--- src/rtl/sonet_loh_pkg.sv ---
package sonet_loh_pkg;
  localparam int unsigned BYTE_W   = 8;
  localparam int unsigned ROWS     = 9;
  localparam int unsigned SUB_COLS = 90;
  localparam int unsigned OH_COLS  = 3;
  localparam int unsigned MAX_STS  = 3;
  localparam int unsigned PTR_ROW  = 3;  // first row covered by B2
  localparam int unsigned B2_ROW   = 4;
  localparam int unsigned SYNC_ROW = 8;
  localparam int unsigned RDI_W    = 3;
  localparam logic [RDI_W-1:0] RDI_CODE = 3'b110;
  localparam int unsigned ROW_W = $clog2(ROWS);
  localparam int unsigned SUB_W = $clog2(SUB_COLS);
  localparam int unsigned STS_W = $clog2(MAX_STS);

  typedef struct packed {
    logic [ROW_W-1:0] row;
    logic [SUB_W-1:0] sub;
    logic [STS_W-1:0] sts;
  } pos_t;

  typedef enum logic [2:0] {K_PASS, K_B2, K_K2, K_Z2, K_ZERO} kind_t;
endpackage

--- src/rtl/loh_frame_pos.sv ---
module loh_frame_pos
  import sonet_loh_pkg::*;
(
  input  logic             clk_i,
  input  logic             rst_ni,
  input  logic             sof_i,
  input  logic             sts3_i,
  output pos_t             pos_o,
  output logic             locked_o,
  output logic             frame_start_o,
  output logic [STS_W-1:0] last_sts_o
);
  localparam logic [ROW_W-1:0] ROW_LAST = ROW_W'(ROWS - 1);
  localparam logic [SUB_W-1:0] SUB_LAST = SUB_W'(SUB_COLS - 1);
  localparam logic [STS_W-1:0] STS_MAXI = STS_W'(MAX_STS - 1);

  pos_t             nxt_q, pos_cur, pos_inc;
  logic             locked_q;
  logic [STS_W-1:0] last_q, last_cur;

  always_comb begin
    last_cur = sof_i ? (sts3_i ? STS_MAXI : '0) : last_q;
    pos_cur  = sof_i ? '0 : nxt_q;
    pos_inc  = pos_cur;
    if (pos_cur.sts != last_cur) begin
      pos_inc.sts = pos_cur.sts + STS_W'(1);
    end else begin
      pos_inc.sts = '0;
      if (pos_cur.sub != SUB_LAST) begin
        pos_inc.sub = pos_cur.sub + SUB_W'(1);
      end else begin
        pos_inc.sub = '0;
        pos_inc.row = (pos_cur.row == ROW_LAST) ? '0 : pos_cur.row + ROW_W'(1);
      end
    end
  end

  assign locked_o      = sof_i | locked_q;
  assign frame_start_o = locked_o && (pos_cur == '0);
  assign pos_o         = pos_cur;
  assign last_sts_o    = last_cur;

  always_ff @(posedge clk_i or negedge rst_ni) begin
    if (!rst_ni) begin
      nxt_q    <= '0;
      locked_q <= 1'b0;
      last_q   <= '0;
    end else begin
      if (sof_i) begin
        locked_q <= 1'b1;
        last_q   <= last_cur;
      end
      if (locked_o) nxt_q <= pos_inc;
    end
  end
endmodule

--- src/rtl/loh_bip_bank.sv ---
module loh_bip_bank
  import sonet_loh_pkg::*;
(
  input  logic                             clk_i,
  input  logic                             rst_ni,
  input  logic                             commit_i,
  input  logic                             acc_en_i,
  input  logic [STS_W-1:0]                 sts_i,
  input  logic [BYTE_W-1:0]                byte_i,
  output logic [MAX_STS-1:0][BYTE_W-1:0]   held_o
);
  logic [MAX_STS-1:0][BYTE_W-1:0] acc_q, held_q;

  for (genvar k = 0; k < MAX_STS; k++) begin : g_lane
    always_ff @(posedge clk_i or negedge rst_ni) begin
      if (!rst_ni) begin
        acc_q[k]  <= '0;
        held_q[k] <= '0;
      end else if (commit_i) begin
        held_q[k] <= acc_q[k];
        acc_q[k]  <= '0;
      end else if (acc_en_i && sts_i == STS_W'(k)) begin
        acc_q[k]  <= acc_q[k] ^ byte_i;
      end
    end
  end

  assign held_o = held_q;
endmodule

--- src/rtl/loh_byte_mux.sv ---
module loh_byte_mux
  import sonet_loh_pkg::*;
#(
  parameter int unsigned ERR_W  = 8,
  parameter int unsigned Z2_MAX = 24
) (
  input  pos_t                           pos_i,
  input  logic                           locked_i,
  input  logic [STS_W-1:0]               last_sts_i,
  input  logic [BYTE_W-1:0]              data_i,
  input  logic                           ais_i,
  input  logic                           rdi_i,
  input  logic [ERR_W-1:0]               err_i,
  input  logic [MAX_STS-1:0][BYTE_W-1:0] held_i,
  output logic [BYTE_W-1:0]              byte_o,
  output logic                           cover_o
);
  kind_t             kind;
  logic [BYTE_W-1:0] z2_val;
  logic              first_sts, in_loh;

  assign first_sts = (pos_i.sts == '0);
  assign in_loh    = locked_i && (pos_i.sub < SUB_W'(OH_COLS)) && (pos_i.row > ROW_W'(PTR_ROW));
  assign cover_o   = locked_i && (pos_i.row >= ROW_W'(PTR_ROW));
  assign z2_val    = (err_i > ERR_W'(Z2_MAX)) ? BYTE_W'(Z2_MAX) : BYTE_W'(err_i);

  always_comb begin
    kind = K_PASS;
    if (in_loh) begin
      if (pos_i.row == ROW_W'(B2_ROW)) begin
        if (pos_i.sub == SUB_W'(0))      kind = K_B2;
        else if (pos_i.sub == SUB_W'(1)) kind = first_sts ? K_PASS : K_ZERO;
        else                             kind = first_sts ? K_K2 : K_ZERO;
      end else if (pos_i.row == ROW_W'(SYNC_ROW)) begin
        if (pos_i.sub == SUB_W'(1))      kind = (pos_i.sts == last_sts_i) ? K_Z2 : K_ZERO;
        else                             kind = first_sts ? K_PASS : K_ZERO;
      end else begin
        kind = K_ZERO;  // line DCC rows
      end
    end
  end

  always_comb begin
    unique case (kind)
      K_B2:    byte_o = held_i[pos_i.sts];
      K_K2:    byte_o = {data_i[BYTE_W-1:RDI_W], rdi_i ? RDI_CODE : data_i[RDI_W-1:0]};
      K_Z2:    byte_o = z2_val;
      K_ZERO:  byte_o = '0;
      default: byte_o = data_i;
    endcase
    if (ais_i) byte_o = '1;
  end
endmodule

--- src/rtl/sonet_loh_insert.sv ---
module sonet_loh_insert
  import sonet_loh_pkg::*;
#(
  parameter int unsigned ERR_W  = 8,
  parameter int unsigned Z2_MAX = 24
) (
  input  logic              clk_i,
  input  logic              rst_ni,
  input  logic              sof_i,
  input  logic [BYTE_W-1:0] data_i,
  input  logic              sts3_i,
  input  logic              ais_i,
  input  logic              rdi_i,
  input  logic [ERR_W-1:0]  err_cnt_i,
  output logic [BYTE_W-1:0] data_o,
  output logic              sof_o
);
  pos_t                           pos_w;
  logic                           locked_w, frame_start_w, cover_w;
  logic [STS_W-1:0]               last_sts_w;
  logic [MAX_STS-1:0][BYTE_W-1:0] held_w;
  logic [BYTE_W-1:0]              out_d;

  loh_frame_pos u_pos (
    .clk_i         (clk_i),
    .rst_ni        (rst_ni),
    .sof_i         (sof_i),
    .sts3_i        (sts3_i),
    .pos_o         (pos_w),
    .locked_o      (locked_w),
    .frame_start_o (frame_start_w),
    .last_sts_o    (last_sts_w)
  );

  loh_byte_mux #(.ERR_W(ERR_W), .Z2_MAX(Z2_MAX)) u_mux (
    .pos_i      (pos_w),
    .locked_i   (locked_w),
    .last_sts_i (last_sts_w),
    .data_i     (data_i),
    .ais_i      (ais_i),
    .rdi_i      (rdi_i),
    .err_i      (err_cnt_i),
    .held_i     (held_w),
    .byte_o     (out_d),
    .cover_o    (cover_w)
  );

  // parity taken on the outgoing byte, before the scrambler
  loh_bip_bank u_bip (
    .clk_i    (clk_i),
    .rst_ni   (rst_ni),
    .commit_i (frame_start_w),
    .acc_en_i (cover_w),
    .sts_i    (pos_w.sts),
    .byte_i   (out_d),
    .held_o   (held_w)
  );

  always_ff @(posedge clk_i or negedge rst_ni) begin
    if (!rst_ni) begin
      data_o <= '0;
      sof_o  <= 1'b0;
    end else begin
      data_o <= out_d;
      sof_o  <= sof_i;
    end
  end
endmodule

--- config.mk ---
export PLATFORM = sky130hd
export DESIGN_NAME = sonet_loh_insert
export DESIGN_NICKNAME = d
export VERILOG_FILES = /design/src/rtl/sonet_loh_pkg.sv /design/src/rtl/loh_frame_pos.sv /design/src/rtl/loh_bip_bank.sv /design/src/rtl/loh_byte_mux.sv /design/src/rtl/sonet_loh_insert.sv
export SDC_FILE = /design/constraint.sdc
export NUM_CORES = 1
export LEC_CHECK = 0
export ABC_AREA = 1
export CAP_MARGIN = 20
export CORE_MARGIN = 2
export CORE_UTILIZATION = 60
export DETAILED_ROUTE_END_ITERATION = 12
export GPL_ROUTABILITY_DRIVEN = 1
export PLACE_DENSITY = 0.84
export REMOVE_ABC_BUFFERS = 1
export SKIP_CTS_REPAIR_TIMING = 1
export SYNTH_ARGS = -nofsm -noshare
export SYNTH_HDL_FRONTEND = slang
export SYNTH_SLANG_ARGS = --single-unit
--- constraint.sdc ---
create_clock -name clk_i -period 5 [get_ports clk_i]
set_input_delay 1 -clock clk_i [delete_from_list [all_inputs] [get_ports clk_i]]
set_output_delay 1 -clock clk_i [all_outputs]
set_load 0.1 [all_outputs]
-- After elaboration in Yosys (flattened, before gate mapping)
Cells that the tools add are included.
- add/subtract/negate cells: 3
- magnitude comparators: 5
- eq/ne operators: 12
- muxes and demuxes: 29
- bitwise logic cells: 4
- reductions and logical operators: 13
- operators with widths (cell ; number):
    2-to-1 mux 8 bit ; 9
    one-hot mux 8 bit (4 select lines) ; 1
    2-to-1 mux 3 bit ; 10
    bitwise XOR 8 bit ; 3
    binary-select mux 8 bit (select 2 bit) ; 1
    zero test 13 bit ; 1
    2-to-1 mux 13 bit ; 1
    2-to-1 mux 11 bit ; 1
    greater-than comparator 8 x 5 -> 1 bit, second input constant ; 1
    2-to-1 mux 4 bit ; 2
    adder 7 x 1 -> 7 bit, second input constant ; 1
    == test 7 x 1 -> 1 bit, second input constant ; 1
    logical AND 1 bit ; 7
    zero test 7 bit ; 1
    less-than comparator 7 x 2 -> 1 bit, second input constant ; 1
    2-to-1 mux 7 bit ; 1
    inequality test 7 bit, second input constant ; 1
    == test 3 x 2 -> 1 bit, second input constant ; 2
    2-to-1 mux 2 bit ; 3
    nonzero test 2 bit ; 3
    adder 4 x 1 -> 4 bit, second input constant ; 1
    == test 4 x 3 -> 1 bit, second input constant ; 1
    == test 4 bit, second input constant ; 1
    >= comparator 4 x 2 -> 1 bit, second input constant ; 1
    11 further kinds ; 11
- register bits: 73
- input bits: 22
- output and inout port bits: 9
- word-level logic and storage cells: 79

-- Depth between registers and ports, before layout
- word-level depth: 14
- depth in mapped cells: 17
- mapped depth without buffers: 17

-- Cells and area by module
Synthesis repeated with hierarchy kept, for this count alone.
- cells, all modules: 645
- area total of the unflattened synthesis: 4453.0 um^2
- by module, submodules not included (module ; times used ; cells an instance ; area each (um^2) ; sequential area each (um^2)):
    loh_bip_bank ; 1 ; 286 ; 2229.6 ; 1201.2
    loh_frame_pos ; 1 ; 189 ; 1233.7 ; 400.4
    loh_byte_mux ; 1 ; 161 ; 764.5 ; 0.0
    sonet_loh_insert ; 1 ; 9 ; 225.2 ; 225.2

-- Worst setup path after synthesis
No wires, ideal clock.
- kind: input to register
- from: input port sof_i
- to: register u_bip.held_q (netlist bit u_bip.held_o[10])
- library setup time: 0.125 ns
- arrival: 2.744 ns
- data required time: 4.875 ns
- path slack: 2.131 ns
- cell stages on the path: 9
- buffers on the path: 2
- cell sequence: buf_6 > nor2_1 > clkinv_1 > ha_1 > inv_1 > nor4_1 > nand4_1 > clkbuf_1 > mux2_2
- word-level cells in the longest chain between the ends: 3
- elaborated cells between the ends (all ways): 4
- classes of those cells: mux: 1; bitwise: 1; reduce/logical: 2
- RTL lines (item ; RTL line ; source):
    start: declaration ; sonet_loh_insert.sv:9 ; input logic sof_i,
    2-to-1 mux 13 bit ; loh_frame_pos.sv:23 ; pos_cur = sof_i ? '0 : nxt_q;
    zero test 13 bit ; loh_frame_pos.sv:39 ; assign frame_start_o = locked_o && (pos_cur == '0);
    logical AND 1 bit (*) ; loh_frame_pos.sv:39 ;
    end signal: indexed assignment ; loh_bip_bank.sv:20 ; held_q[k] <= acc_q[k];
    end: declaration ; loh_bip_bank.sv:12 ; logic [MAX_STS-1:0][BYTE_W-1:0] acc_q, held_q;
Mark *: on every way between the ends. The rest lies on a longest branch, timed or not.
A chain may end at the register's enable or synchronous reset.

-- Worst setup path in the final report
- from: input port sof_i
- to: register u_bip.acc_q[22] (netlist name)
- word-level cells in the longest chain between the ends: 13
- elaborated cells between the ends (all ways): 40
- classes of those cells: order compare: 3; eq/ne: 9; mux: 17; bitwise: 2; reduce/logical: 9
- RTL lines (item ; RTL line ; source):
    parallel branches: the longest is 8 deep, another holds less-than comparator 7 x 2 -> 1 bit ; -- ;
    one-hot mux 8 bit (4 select lines) (*) ; loh_byte_mux.sv:44 ; unique case (kind)
    2-to-1 mux 8 bit (*) ; loh_byte_mux.sv:51 ; if (ais_i) byte_o = '1;
    net out_d[6] ; sonet_loh_insert.sv:22 ; logic [BYTE_W-1:0] out_d;
    bitwise XOR 8 bit (*) ; loh_bip_bank.sv:23 ; acc_q[k] <= acc_q[k] ^ byte_i;
    2-to-1 mux 8 bit (*) ; loh_bip_bank.sv:22 ; end else if (acc_en_i && sts_i == STS_W'(k)) begin
    2-to-1 mux 8 bit (*) ; loh_bip_bank.sv:19 ; end else if (commit_i) begin
    end signal: indexed assignment ; loh_bip_bank.sv:23 ;
    end: declaration ; loh_bip_bank.sv:12 ;
Mark *: on every way through the listed nets, which the timed path passes. The select of a mux whose other input is x is not followed.

==> results.py <==
metrics = {
    "final_layout": {
        "syn_to_final_growth_pct": 12.5,
        "final_design_area_no_fill_sq_um": 4570,
        "ff_latch_area_sq_um": 1830,
        "multi_input_area_sq_um": 1970,
        "layout.cells.most_common": "nand2_1",
        "nets": 519,
        "fillers": 509,
        "antennaDiodeCount": 0,
        "post_route_cells_drive_above_1_share_pct": 18.9,
        "layout.cells.most_common_list": "76 x nand2_1, 73 x dfrtp_1, 68 x nor2_1",
    },
    "synthesis": {
        "synth-seq-cells": 73,
        "yosys_warnings": 0,
        "synth.cell_area_sq_um": 4070,
        "synth.yosys.seq_area_share_pct": 44.9,
        "avgSynthCellArea_sq_um": 8.84,
        "synth_cell_types": 37,
        "synthesis.instances": 460,
    },
    "floorplan": {
        "floorplan.core_area_sq_um": 6680,
        "initial_utilization_pct": 60.9,
        "design.die.area_sq_um": 7450,
        "floorplan.die.height_microns": 86.3,
        "core.rowCount": 30,
        "num_io_pins": 31,
        "width_of_the_die_microns": 86.3,
    },
    "placed_design": {
        "gp_routability_congestion": 0.855,
        "dp.final_hpwl_microns": 6190,
        "placement_cell_area_sq_um": 4400,
        "portBuffers": 30,
        "dp_worst_setup_slack_ns": 0.867,
    },
    "drt": {
        "via_count": 3287,
        "ant_nets": 0,
        "routedWlPerCell_microns": 15.6,
        "routed_via_density": 5.74,
        "drt-total-wl_microns": 8910,
        "drcViolationCount": 0,
        "detail_route.first_pass.iterations": 5,
        "drt-initial-drc-count": 225,
    },
    "clocking": {
        "h-tree-depth": 3,
        "ctsRootBufferMaster": "clkbuf_8",
        "clock_path_buffers": 2,
        "clkTransAtPathRegs_ns": 0.07,
        "clock_latency_of_the_later_clocked_register_in_the_worst_skew_pair_ns": 0.36,
        "cts-buffers-inserted": 9,
        "cts_tree": "done",
        "clock_sink_count": 73,
    },
    "power": {
        "cell_internal_pwr_mw": 0.930,
        "ir_drop_mv": 0.177,
        "power.leakage_nw": 2.11,
        "seqPwrFrac_pct": 45.1,
        "power.net_switching_mw": 0.433,
        "pnr_total_power_mw": 1.36,
        "clock_power_share_pct": 31.8,
        "power-per-cell-area_nw_per_um2": 298,
        "pwr-share-comb_pct": 23.1,
        "power_switching_share_pct": 31.7,
    },
    "timing": {
        "timing.final.ws_setup_ns": 1.22,
        "setup_viol_count_final": 0,
        "post-route-min-period_ns": 3.78,
        "final-hold-violation-count": 0,
        "worst_clock_skew_ns": 0.0115,
        "finalMaxSlewViolations": 0,
        "tightestPinTransition_ns": 0.966,
        "worst_slew_margin_rel_pct": 35.4,
        "holdWs_ns": 0.512,
        "min_period_over_period_pct": 75.7,
        "rsz0062_at_grt": "false",
        "totalNegativeSetupSlack_ns": 0,
        "fmax_mhz": 264,
    },
    "setup_path": {
        "critPathMaxStageDelay_ns": 0.75,
        "required_time_of_the_critical_path_ns": 5.24,
        "crit_path_max_fanout": 12,
        "crit_chain": "clkdlybuf4s50_1 -> nor2_1 -> inv_1 -> ha_1 -> inv_1 -> nand2_1 -> nand2_1 -> nand3_2 -> nand4_2 -> nand3_2 -> a21oi_1 -> nor2_1",
        "critical_path_class": "primary input to flip-flop",
        "startpoint_types": "primary input",
        "worstSetupEndpointType": "flip-flop",
        "crit_arrival_ns": 4.02,
        "critPathSlowestCell": "nor2_1",
    },
    "flow_run": {
        "maxCapViolCount": 0,
    },
    "grt": {
        "grt_pass1_wl_microns": 15300,
        "number_of_global_route_vias_before_repair": 3336,
        "maximum_number_of_pins_on_one_net_before_global_route_repair": 74,
        "globalRoute.totalOverflow": 0,
        "gr-usage-all-layers_pct": 26.2,
        "grt_antenna_before_repair": 0,
    },
    "status": {
        "run_status": "finished, final reports clean",
    },
    "hold_path": {
        "min-delay-path-class": "flip-flop to flip-flop",
    },
}
==> per-layer routing <==
| layer | GRT usage (%) | up-vias | routed length [microns] |
|---|---|---|---|
| li1 | - | 1583 | - |
| met1 | 32.5 | 1610 | 3780 |
| met2 | 45.3 | 75 | 4650 |
| met3 | 4.19 | 19 | 280 |
| met4 | 11.4 | 0 | 199 |
| met5 | 0 | - | 0 |
==> logic make-up after synthesis <==
kind of cell | synth area share, %
AO/OA/AOI/OAI | 8.92
XOR/XNOR | 0.215
adder cells (fa/ha/maj) | 1.85
buffers and inverters | 6.77
flip-flops | 44.9
multiplexers | 6.64
AND/OR/NAND/NOR | 30.7
==> state kept, by name, summed over array words and instances (netlist names) <==
name / count
u_bip.acc_q: 24
u_bip.held_o: 24
u_pos.nxt_q: 13
data_o: 8
u_pos.last_q: 2
sof_o: 1
u_pos.locked_q: 1
==> stage by stage <==
step | util [%] | cells
6_report | 68.5 | 573
5_1_grt | 68.5 | 573
4_1_cts | 68.5 | 573
3_5_place_dp | 65.9 | 560
3_3_place_gp | 65.9 | 560
2_1_floorplan | - | 445
==> critical path, delay by kind of cell <==
kind	cells	cell delay (ns)
compound gates	1	0.23
fa+ha+maj	1	0.28
buf+inv	3	0.91
simple gates	7	1.59
==> path summary, 6_finish.rpt <==
path / start / endpoint / slack [ns] / cells past startpoint
max: sof_i / u_bip.acc_q[22] / 1.22 / 12
min: u_pos.last_q[0] / u_pos.last_q[0] / 0.51 / 2
max reg2reg: u_pos.nxt_q[1] / u_bip.acc_q[22] / 2.22 / 12
min reg2reg: u_pos.last_q[0] / u_pos.last_q[0] / 0.51 / 2
max in group asynchronous: rst_ni / u_bip.held_o[17] / 3.66 / 1
min in group asynchronous: rst_ni / u_pos.nxt_q[6] / 0.76 / 1
==> cells in the mapped netlist <==
cell type | count | area (sq um)
nand4_1 | 2 | 12.5
ha_1 | 6 | 75.1
nand3_1 | 36 | 180
a32o_1 | 3 | 30.0
dfrtp_1 | 73 | 1830
o21ai_1 | 1 | 5.00
nor3_4 | 1 | 16.3
buf_12 | 1 | 20.0
inv_4 | 1 | 6.26
nor2_8 | 1 | 20.0
nor2_2 | 5 | 31.3
o22ai_1 | 4 | 25.0
a21oi_2 | 3 | 26.3
nor3_2 | 1 | 10.0
buf_2 | 4 | 20.0
buf_6 | 3 | 33.8
nor2_1 | 68 | 255
or2_2 | 2 | 12.5
nand2_2 | 9 | 56.3
clkinv_1 | 1 | 3.75
nand4_4 | 7 | 149
o31ai_1 | 1 | 7.51
nand4_2 | 8 | 100
mux2_2 | 24 | 270
xor2_1 | 1 | 8.76
a31oi_1 | 1 | 6.26
clkbuf_1 | 7 | 26.3
nand3_2 | 6 | 60.1
o21ai_0 | 10 | 50.1
nand2_1 | 76 | 285
a22oi_1 | 1 | 7.51
nand2_4 | 3 | 33.8
inv_2 | 3 | 11.3
inv_1 | 41 | 154
nor4_1 | 1 | 6.26
nor3_1 | 4 | 20.0
a21oi_1 | 41 | 205
==> final cells by class <==
cell class | count | area share [%]
Inverter | 46 | 3.83
Sequential cell | 73 | 39.9
Timing Repair Buffer | 35 | 7.33
Clock buffer | 9 | 2.71
Multi-Input combinational cell | 326 | 43.0
Clock inverter | 4 | 1.04
Tap cell | 80 | 2.19
==> power groups by stage <==
stage          logic (mW)  clock network [mW]  registers, mW
4_1_cts             0.314               0.441          0.614
3_5_place_dp        0.314                   0          0.625
6_report            0.315               0.434          0.615
5_1_grt             0.348               0.463          0.615
2_1_floorplan       0.206                   0          0.652
3_3_place_gp        0.304                   0          0.625
(Power assumes the default switching activity.)
